`src/rtl/dfifo_diag_pkg.sv`:
```
package dfifo_diag_pkg;
    typedef enum logic {
        WR_LOW,
        WR_HIGH
    } wr_state_e;

    typedef enum logic [1:0] {
        RD_UNPRIMED,
        RD_SHIFT,
        RD_READY
    } rd_state_e;
endpackage

```
`src/rtl/dfifo_diag_wr.sv`:
```
module dfifo_diag_wr
    import dfifo_diag_pkg::*;
#(
    parameter int DEPTH = 16,
    parameter int DW    = 32,
    localparam int AW   = $clog2(DEPTH)
) (
    input  logic            clk,
    input  logic            rst_n,
    input  logic            clr,
    input  logic            wr_en,
    input  logic [DW-1:0]   wdata,
    output logic            commit,
    output logic [AW-1:0]   commit_addr,
    output logic [2*DW-1:0] commit_data
);
    wr_state_e     state, state_nxt;
    logic [DW-1:0] low_q;
    logic [AW-1:0] wr_ptr;

    always_comb begin
        state_nxt = state;
        if (clr) begin
            state_nxt = WR_LOW;
        end else if (wr_en) begin
            unique case (state)
                WR_LOW:  state_nxt = WR_HIGH;
                WR_HIGH: state_nxt = WR_LOW;
                default: state_nxt = WR_LOW;
            endcase
        end
    end

    always_ff @(posedge clk or negedge rst_n) begin
        if (!rst_n) state <= WR_LOW;
        else        state <= state_nxt;
    end

    assign commit      = wr_en && !clr && (state == WR_HIGH);
    assign commit_addr = wr_ptr;
    assign commit_data = {wdata, low_q};

    always_ff @(posedge clk or negedge rst_n) begin
        if (!rst_n) begin
            low_q  <= '0;
            wr_ptr <= '0;
        end else if (clr) begin
            wr_ptr <= '0;
        end else if (wr_en) begin
            if (state == WR_LOW) low_q  <= wdata;
            else                 wr_ptr <= wr_ptr + 1'b1;
        end
    end

    AST_WPTR_HOLD: assert property (@(posedge clk) disable iff (!rst_n)
        (!wr_en && !clr) |=> $stable(wr_ptr));
    AST_WPTR_STEP: assert property (@(posedge clk) disable iff (!rst_n)
        (wr_en && !clr && state == WR_HIGH) |=> (wr_ptr == $past(wr_ptr) + 1'b1));
    AST_WPTR_CLEAR: assert property (@(posedge clk) disable iff (!rst_n)
        clr |=> (wr_ptr == '0 && state == WR_LOW));
endmodule

```
`src/rtl/dfifo_diag_store.sv`:
```
module dfifo_diag_store #(
    parameter int DEPTH = 16,
    parameter int EW    = 64,
    localparam int AW   = $clog2(DEPTH)
) (
    input  logic          clk,
    input  logic          we,
    input  logic [AW-1:0] waddr,
    input  logic [EW-1:0] wdata,
    input  logic [AW-1:0] raddr,
    output logic [EW-1:0] rdata
);
    logic [EW-1:0] mem [DEPTH];

    always_ff @(posedge clk) begin
        if (we) mem[waddr] <= wdata;
    end

    assign rdata = mem[raddr];
endmodule

```
`src/rtl/dfifo_diag_rd.sv`:
```
module dfifo_diag_rd
    import dfifo_diag_pkg::*;
#(
    parameter int DEPTH     = 16,
    parameter int DW        = 32,
    parameter int SHIFT_CYC = 4,
    localparam int AW       = $clog2(DEPTH),
    localparam int CW       = $clog2(SHIFT_CYC + 1)
) (
    input  logic            clk,
    input  logic            rst_n,
    input  logic            clr,
    input  logic            rd_en,
    input  logic [2*DW-1:0] entry,
    output logic [AW-1:0]   rd_addr,
    output logic [DW-1:0]   rdata,
    output logic            busy
);
    rd_state_e       state, state_nxt;
    logic [CW-1:0]   cnt;
    logic [AW-1:0]   rd_ptr;
    logic            half;
    logic [2*DW-1:0] latch_q;
    logic            last_shift;

    assign last_shift = (state == RD_SHIFT) && (cnt == CW'(SHIFT_CYC - 1));

    always_comb begin
        state_nxt = state;
        if (clr) begin
            state_nxt = RD_UNPRIMED;
        end else begin
            unique case (state)
                RD_UNPRIMED: if (rd_en) state_nxt = RD_SHIFT;
                RD_SHIFT:    if (last_shift) state_nxt = RD_READY;
                RD_READY:    if (rd_en) state_nxt = RD_SHIFT;
                default:     state_nxt = RD_UNPRIMED;
            endcase
        end
    end

    always_ff @(posedge clk or negedge rst_n) begin
        if (!rst_n) state <= RD_UNPRIMED;
        else        state <= state_nxt;
    end

    always_ff @(posedge clk or negedge rst_n) begin
        if (!rst_n) begin
            cnt     <= '0;
            rd_ptr  <= '0;
            half    <= 1'b0;
            latch_q <= '0;
        end else if (clr) begin
            cnt    <= '0;
            rd_ptr <= '0;
            half   <= 1'b0;
        end else begin
            cnt <= (state == RD_SHIFT && !last_shift) ? cnt + 1'b1 : '0;
            if (last_shift) latch_q <= entry;
            if (state == RD_READY && rd_en) begin
                half <= !half;
                if (half) rd_ptr <= rd_ptr + 1'b1;
            end
        end
    end

    assign rd_addr = rd_ptr;
    assign busy    = (state == RD_SHIFT);
    assign rdata   = half ? latch_q[2*DW-1:DW] : latch_q[DW-1:0];

    AST_PRIME_HOLD: assert property (@(posedge clk) disable iff (!rst_n)
        (state == RD_UNPRIMED && rd_en && !clr) |=> (rd_ptr == $past(rd_ptr) && !half));
    AST_RPTR_STEP: assert property (@(posedge clk) disable iff (!rst_n)
        (state == RD_READY && rd_en && half && !clr) |=> (rd_ptr == $past(rd_ptr) + 1'b1));
    AST_BUSY_START: assert property (@(posedge clk) disable iff (!rst_n)
        (state != RD_SHIFT && rd_en && !clr) |=> busy);
    AST_SHIFT_BOUND: assert property (@(posedge clk) disable iff (!rst_n)
        busy |-> (cnt < CW'(SHIFT_CYC)));
endmodule

```
`src/rtl/dfifo_diag_port.sv`:
```
module dfifo_diag_port #(
    parameter int DEPTH     = 16,
    parameter int DW        = 32,
    parameter int SHIFT_CYC = 4
) (
    input  logic          clk,
    input  logic          rst_n,
    input  logic          diag_en,
    input  logic          load_en,
    input  logic          reg_rd,
    input  logic          reg_wr,
    input  logic [DW-1:0] reg_wdata,
    output logic [DW-1:0] reg_rdata,
    output logic          busy
);
    localparam int AW = $clog2(DEPTH);
    localparam int EW = 2 * DW;

    logic          diag_q;
    logic          clr;
    logic          access_ok;
    logic          commit;
    logic [AW-1:0] commit_addr;
    logic [EW-1:0] commit_data;
    logic [AW-1:0] rd_addr;
    logic [EW-1:0] entry;

    always_ff @(posedge clk or negedge rst_n) begin
        if (!rst_n) diag_q <= 1'b0;
        else        diag_q <= diag_en;
    end

    assign clr       = diag_en && !diag_q;
    assign access_ok = diag_en && !load_en;

    dfifo_diag_wr #(.DEPTH(DEPTH), .DW(DW)) i_wr (
        .clk         (clk),
        .rst_n       (rst_n),
        .clr         (clr),
        .wr_en       (access_ok && reg_wr),
        .wdata       (reg_wdata),
        .commit      (commit),
        .commit_addr (commit_addr),
        .commit_data (commit_data)
    );

    dfifo_diag_store #(.DEPTH(DEPTH), .EW(EW)) i_store (
        .clk   (clk),
        .we    (commit),
        .waddr (commit_addr),
        .wdata (commit_data),
        .raddr (rd_addr),
        .rdata (entry)
    );

    dfifo_diag_rd #(.DEPTH(DEPTH), .DW(DW), .SHIFT_CYC(SHIFT_CYC)) i_rd (
        .clk     (clk),
        .rst_n   (rst_n),
        .clr     (clr),
        .rd_en   (access_ok && reg_rd),
        .entry   (entry),
        .rd_addr (rd_addr),
        .rdata   (reg_rdata),
        .busy    (busy)
    );

    AST_NO_READ_WHILE_BUSY: assert property (@(posedge clk) disable iff (!rst_n)
        (access_ok && reg_rd) |-> !busy);
    AST_BLOCKED_NO_BUSY: assert property (@(posedge clk) disable iff (!rst_n)
        (!busy && !access_ok) |=> !busy);
endmodule

```
`config.mk`:
```
export PLATFORM = sky130hd
export DESIGN_NAME = dfifo_diag_port
export DESIGN_NICKNAME = d
export VERILOG_FILES = /design/src/rtl/dfifo_diag_pkg.sv /design/src/rtl/dfifo_diag_wr.sv /design/src/rtl/dfifo_diag_store.sv /design/src/rtl/dfifo_diag_rd.sv /design/src/rtl/dfifo_diag_port.sv
export SDC_FILE = /design/constraint.sdc
export NUM_CORES = 1
export LEC_CHECK = 0
export BUFFER_PORTS_ARGS = -buffer_cell sky130_fd_sc_hd__buf_2
export CORE_AREA = 2 2 331 333
export DETAILED_ROUTE_END_ITERATION = 6
export DIE_AREA = 0 0 333 335
export HOLD_SLACK_MARGIN = 0.05
export PLACE_DENSITY_LB_ADDON = 0.05
export SYNTH_ARGS = -nofsm -noshare
export SYNTH_HDL_FRONTEND = slang
export SYNTH_SLANG_ARGS = --single-unit
```
`constraint.sdc`:
```
create_clock -name clk -period 7.25 [get_ports clk]
set_clock_uncertainty 0.2 [all_clocks]
set_input_delay 0.725 -clock clk [delete_from_list [all_inputs] [get_ports clk]]
set_output_delay 0.725 -clock clk [all_outputs]
set_load 0.01 [all_outputs]
```
==> results of run 1 <==
[final cells by class]
class | count | area [sq um] | area share, %
tap | 1414 | 1770 | 3.59
timing repair buffer | 118 | 772 | 1.57
multi-input combinational | 658 | 9060 | 18.4
clock buffer | 168 | 3510 | 7.13
antenna | 1 | 2.50 | 0.00508
sequential | 1136 | 33600 | 68.1
inverter | 9 | 33.8 | 0.0686
clock inverter | 63 | 558 | 1.13
[sequential cells by signal, summed over array words and instances, names as in the netlist]
name,flops
i_rd.cnt,3
i_wr.commit_addr,4
i_rd.latch_q,64
i_wr.state,1
i_rd.state,2
diag_q,1
i_rd.half,1
i_rd.rd_addr,4
i_wr.low_q,32
i_store.mem,1024
[metal layers]
metal  GRT usage (%)  share of wire (%)  up-vias
met1            27.5                 45    10927
met4            4.65                1.8        0
met5               0                  0        -
li1                -                  -     8276
met3            2.69                4.0      142
met2            32.1                 49      418
[cell families after synthesis]
| kind of cell | synth area share [%] |
|---|---|
| flops | 78.0 |
| mux | 16.8 |
| compound gates | 2.28 |
| simple gates | 1.34 |
| buf+inv | 1.25 |
| xor+xnor | 0.142 |
| fa+ha+maj | 0.204 |
[worst max path at each step]
stage | start | to | slack (ps) | cells past startpoint
2_1_floorplan | load_en | i_store.mem[0][0] | 760 | 4
3_3_place_gp | load_en | i_store.mem[15][59] | 3020 | 6
3_5_place_dp | load_en | i_store.mem[15][22] | 3080 | 6
4_1_cts | diag_en | i_store.mem[10][9] | 3400 | 7
5_1_grt | diag_en | i_store.mem[10][40] | 3260 | 7
6_report | diag_en | i_store.mem[10][40] | 3440 | 7
[through the flow]
stage               area [sq um]  total power [mW]  setup slack [ps]  utilization [%]
floorplan                  43000              7.81               757                -
global placement           45200              8.03              3020             41.8
detailed placement         45200              8.06              3080             41.8
CTS                        49300              14.3              3400             45.6
global route               49300              14.6              3260             45.6
finish                     49300              14.1              3440             45.6
[power by group through the flow]
stage / clock network [mW] / registers, mW / logic (mW)
2_1_floorplan: 0 / 7.73 / 0.0797
3_3_place_gp: 0 / 7.85 / 0.187
3_5_place_dp: 0 / 7.87 / 0.193
4_1_cts: 6.38 / 7.73 / 0.195
5_1_grt: 6.62 / 7.76 / 0.210
6_report: 6.21 / 7.72 / 0.187
[synthesized netlist by cell type, types with 2 or more instances]
master / instances / area, sq um
buf_1: 4 / 15.0
xor2_1: 6 / 52.6
edfxtp_1: 1024 / 30700
nor3_1: 6 / 30.0
nand3_1: 2 / 10.0
mux2_2: 100 / 1130
clkbuf_1: 51 / 191
mux2i_1: 2 / 20.0
mux2_1: 28 / 315
ha_1: 7 / 87.6
inv_1: 9 / 33.8
nand2b_1: 5 / 31.3
buf_6: 8 / 90.1
mux4_2: 256 / 5770
nand2_1: 76 / 285
nand4_1: 3 / 18.8
buf_2: 40 / 200
a222oi_1: 2 / 20.0
a22oi_1: 124 / 931
nor3b_1: 2 / 15.0
a21oi_1: 2 / 10.0
or3_1: 2 / 12.5
dfrtp_1: 112 / 2800
nor4_4: 2 / 42.5
nor2_1: 24 / 90.1
[layout by cell type (no fill, tap or decap), types with 4 or more instances in the layout]
cell type,Yosys,routed
inv_1,9,9
nand2_1,76,76
nor2_4,0,12
clkinv_1,0,15
clkbuf_1,51,24
bufinv_16,0,9
mux4_2,256,256
a22oi_1,124,124
mux2_2,100,100
mux2_1,28,28
edfxtp_1,1024,1024
nor3_2,0,5
dfrtp_1,112,108
ha_1,7,7
clkinv_2,0,30
buf_12,0,4
buf_4,1,42
xor2_1,6,6
clkbuf_16,0,128
clkbuf_8,0,16
buf_2,40,69
nand2b_1,5,5
nor2_1,24,12
[worst max-delay path, delay by kind of cell]
kind / cells / cell delay, ps
buf+inv: 3 / 1570
simple gates: 4 / 1530
==> reports/metrics.yaml, run 1 <==
yosysSeqAreaShare_pct: 78.0
sw_frac_of_total_pct: 20.7
synth_seq_cells: 1136
fin_crit_sh_pct: 52.5
final_max_slew_viol_count: 0
start_kind: "primary input"
clkLatencyLatePin_ps: 690
crit_slowest_cell: "buf_4"
cp.required_ps: 7360
cts_tree: "yes"
holdWs_ps: 229
internal-power_mw: 11.2
path_max_fanout: 47
post-cts-setup-buffers: 0
cp_common_cell: "nand2_1"
fin_crit_ps: 3810
coreArea_sq_mm: 0.108
dp_cells: 3333
syn_area_sq_mm: 0.0430
overflow: 0
synth_flop_cell: "edfxtp_1"
final_nets: 2089
std_cell_rows: 121
yosysWarnings: 0
die_area_sq_mm: 0.112
p_leak_nw: 15.9
ctsResizeCount: 0
irDropWorstVdd_uv: 202
r2r_start: "i_wr.state"
drcViolationCount: 0
synth_enable_flop_cells: 1024
rr_endpoint: "i_store.mem[10][40]"
routed_wirelength_um: 107000
clk_path_buf_depth: 3
vias_per_cell: 5.54
io_pins: 71
worst_path_largest_cell_delay_ps: 880
combinationalPowerShare_pct: 1.3
holdCritPathClass: "primary input to flop"
relSlewSlack_pct: 19.3
worstPathArrival_ps: 3920
drt_iter0_drc: 1519
cts_buffers: 121
drv_cap: 0
cts_sinks: 1136
power_density_mw_per_mm2: 287
p_switching_mw: 2.92
outcome: "finished clean"
cts_hold_buf: 2
ff2ff_setup_slack_ps: 3740
antenna_found_initial: 8
die_h_um: 335
place_hpwl_um: 56900
worst_pin_slew_ps: 1210
fillers: 9145
syn-num-nets: 1952
ant_nets: 0
start_util_pct: 39.8
r2r.worst_path.cells: 5
grt_first_pass_wirelength_um: 154000
finalHoldViolations: 0
drive_gt1_share_pct: 32.1
cts-root-buf: "clkbuf_16"
p_clk_share_pct: 44.0
grt_pass1_vias: 21065
area_growth_syn_to_layout_pct: 14.5
ys_types: 35
cp_cell_sequence: "dlygate4sd3_1 -> buf_2 -> nand2_1 -> nor3_1 -> nand2_1 -> nor2_4 -> buf_4"
port_buffers: 70
track_usage_pct: 19.5
rsz0062_at_grt: "false"
vias: 19763
clk_pin_slew_ps: 60
syn_inst: 1907
wl_per_cell_um: 30.0
hp-start: "reg_wdata[8]"
seq_power_share_pct: 54.7
cp-end-kind: "flop"
layout.cells.non_filler: 3567
drt_first_pass_iters: 5
cts_htree_levels: 3
setup-tns-final_ps: 0
critPathKind: "primary input to flop"
hold_end: "i_store.mem[13][40]"
die_w_um: 333
worstHoldPathCells: 1
setup_viol: 0
grt_start_max_net_pins: 101
fmax_ghz: 0.262
syn_avg_cell_area_sq_um: 22.6
routabilityCongestion: 0.725
async_flop_share_pct: 9.86
Note: power is estimated with default switching activity, not from simulation.
==> run 2: changes to the inputs <==
- ABC_AREA: unset -> 1
- CORE_AREA: 2 2 331 333 -> 2 2 340 342
- DIE_AREA: 0 0 333 335 -> 0 0 342 344
- clock period: 7.25 -> 3.4 ns (I/O delays scaled with it)
==> run 2 against run 1 <==
Net effect: clock-buffer cell count grew 23; sequential share of layout area fell by 4.1 points; die area up 5.5%; sequential cell count did not move; utilization up 0.49 points; critical path depth up 4; first-iteration DRC count is 46% higher; sequential power is 110% higher; area after synthesis increased by 5.3%; final area is 6.5% higher; register-to-register slack got worse by 2900 ps; worst setup slack got worse by 3200 ps; critical path type unchanged.
==> reports/metrics.yaml, run 2 <==
place_ws_ps: 507
cp-end-kind: "flop"
cts-root-buf: "clkbuf_16"
setup-tns-final_ps: 0
drive_gt1_share_pct: 9.14
yosysSeqAreaShare_pct: 74.1
top_regs: "i_store.mem (1024), i_rd.latch_q (64), i_wr.low_q (32)"
vias: 29132
rsz0062_at_grt: "false"
clk_pin_slew_ps: 60
syn_area_sq_mm: 0.0453
area_growth_syn_to_layout_pct: 15.8
power.total_mw: 30.1
cp.depth: 11
antenna_found_initial: 6
std_cell_rows: 124
overflow: 0
routabilityCongestion: 0.748
clk_path_buf_depth: 3
track_usage_pct: 22.9
relSlewSlack_pct: 39.6
syn_inst: 3961
fin_crit_sh_pct: 92.1
place_hpwl_um: 71500
cts_sinks: 1136
synth_seq_cells: 1136
die_area_sq_mm: 0.118
combinationalPowerShare_pct: 1.7
ys_types: 22
fillers: 10510
holdWs_ps: 79.3
start_kind: "primary input"
grt_pass1_vias: 28640
fin_crit_ps: 3130
port_buffers: 70
drcViolationCount: 0
power_density_mw_per_mm2: 574
cp_cell_sequence: "dlygate4sd3_1 -> buf_2 -> inv_1 -> nand3_1 -> dlygate4sd3_1 -> nor2_1 -> nand2_1 -> inv_1 -> nand2_1 -> nor2_4 -> buf_4"
synth_largest_area_cell: "edfxtp_1"
worstPathArrival_ps: 3270
cts_buffers: 131
crit_slowest_cell: "dlygate4sd3_1"
synth_flop_cell: "edfxtp_1"
yosysMostFrequentCell: "nand2_1"
syn_avg_cell_area_sq_um: 11.4
die_w_um: 342
synth_area_leaders: "edfxtp_1 (68%), nand2_1 (14%), dfrtp_1 (6.2%)"
vias_per_cell: 5.11
largest_register_ffs: 1024
worst_path_largest_cell_delay_ps: 660
p_leak_nw: 20.0
yosysWarnings: 0
grt_start_max_net_pins: 112
yosys-top-cells-count: "nand2_1 (1,749), edfxtp_1 (1,024), nand3_1 (520), a21oi_1 (130), dfrtp_1 (112)"
async_flop_share_pct: 9.86
drv_cap: 0
r2r.worst_path.cells: 7
synth_enable_flop_cells: 1024
final_common_cell: "nand2_1"
cts_htree_levels: 4
cp.required_ps: 3540
irDropWorstVdd_uv: 443
cts_tree: "yes"
io_pins: 71
die_h_um: 344
holdCritPathClass: "primary input to async pin"
internal-power_mw: 23.7
sw_frac_of_total_pct: 21.5
seq_power_share_pct: 54.6
worst_slack_ps: 268
worst_pin_slew_ps: 905
fmax_ghz: 0.319
regMostFlops: "i_store.mem"
coreArea_sq_mm: 0.114
syn-num-nets: 4006
start_util_pct: 39.8
final_nets: 4131
grt_first_pass_wirelength_um: 196000
clkLatencyLatePin_ps: 720
finalHoldViolations: 0
p_switching_mw: 6.47
critPathKind: "primary input to flop"
wl_per_cell_um: 23.4
synth_top_area_share_pct: 67.9
final_max_slew_viol_count: 0
ctsResizeCount: 0
path_max_fanout: 28
layout_common_cells: "nand2_1 (1,748), edfxtp_1 (1,024), nand3_1 (520), clkbuf_16 (136), a21oi_1 (130)"
outcome: "finished clean"
critical-path-top-delay-family: "buffers and inverters"
path_buf_inv: 6
p_clk_share_pct: 43.8
drt_first_pass_iters: 7
routed_wirelength_um: 133000
ant_nets: 0
drt_iter0_drc: 2215
setup_viol: 0
==> run 2: cell count changes after synthesis, sizes merged, moves of 4 or more <==
cell,delta
buf,+85
nand3,+518
mux4,-256
inv,+45
xor2,-4
nand2,+1673
a21oi,+128
mux2,-128
nor2,+66
nor3,-4
a22oi,-124
o21ai,+41
nand2b,-5
clkbuf,+36
==> run 2: final cells by class <==
| class | count | area, sq um | share of cell area [%] |
|---|---|---|---|
| multi-input combinational | 2545 | 10700 | 20.3 |
| clock inverter | 45 | 283 | 0.539 |
| sequential | 1136 | 33600 | 64.0 |
| antenna | 1 | 2.50 | 0.00477 |
| inverter | 55 | 230 | 0.439 |
| tap | 1512 | 1890 | 3.61 |
| timing repair buffer | 217 | 2150 | 4.10 |
| clock buffer | 191 | 3690 | 7.03 |
==> run 2: power groups by stage <==
stage / sequential (mW) / combinational [mW] / clock, mW
2_1_floorplan: 16.4 / 0.185 / 0
3_3_place_gp: 16.7 / 0.463 / 0
3_5_place_dp: 16.7 / 0.470 / 0
4_1_cts: 16.5 / 0.514 / 13.5
5_1_grt: 16.5 / 0.570 / 14.0
6_report: 16.4 / 0.502 / 13.2
==> run 2: through the flow <==
stage	cell area, sq um	cells	util, %
2_1_floorplan	45300	3961	-
3_3_place_gp	48000	5422	42.2
3_5_place_dp	48000	5422	42.2
4_1_cts	52400	5698	46.0
5_1_grt	52500	5701	46.1
6_report	52500	5702	46.1
==> run 2: per-layer routing <==
layer / track usage (%) / up-vias / part of all wire, %
met5: 0 / - / 0.0052
met4: 6.01 / 2 / 2.1
met3: 3.47 / 191 / 4.5
met2: 36.3 / 670 / 47
met1: 33.0 / 14502 / 47
li1: - / 13767 / -
==> run 2: path summary, 6_finish.rpt <==
check	slack (ps)	to	start
max	270	i_store.mem[4][60]	load_en
min	80	i_wr.low_q[3]	rst_n
max reg2reg	830	i_store.mem[4][60]	diag_q
min reg2reg	240	i_rd.cnt[0]	i_rd.cnt[0]
max in group asynchronous	2570	i_wr.low_q[28]	rst_n
min in group clk	120	diag_q	diag_en
==> run 2: kinds of logic (layout without fill, tap and decap cells) <==
logic type,after synthesis,count (layout),share of synthesized area (%)
other,0,1,0
xor gates and xnor gates,2,2,0.0387
AOI/OAI and AO/OA,173,173,1.91
DFF,1136,1136,74.1
adders and majority gates,7,7,0.193
and+or+nand+nor,2363,2363,21.0
buffers and inverters,280,508,2.73
==> run 2: repair_timing <==
action,CTS,global route
hold buffers,40,0
endpoints found under the setup margin,0,17
hold endpoints to repair,668,0
setup buffers,0,3
==> run 2: worst reg2reg max path, delay by kind of cell (launching register included) <==
kind / cells / cell delay [ps]
buffers and inverters: 3 / 730
and+or+nand+nor: 4 / 920
DFF: 1 / 350
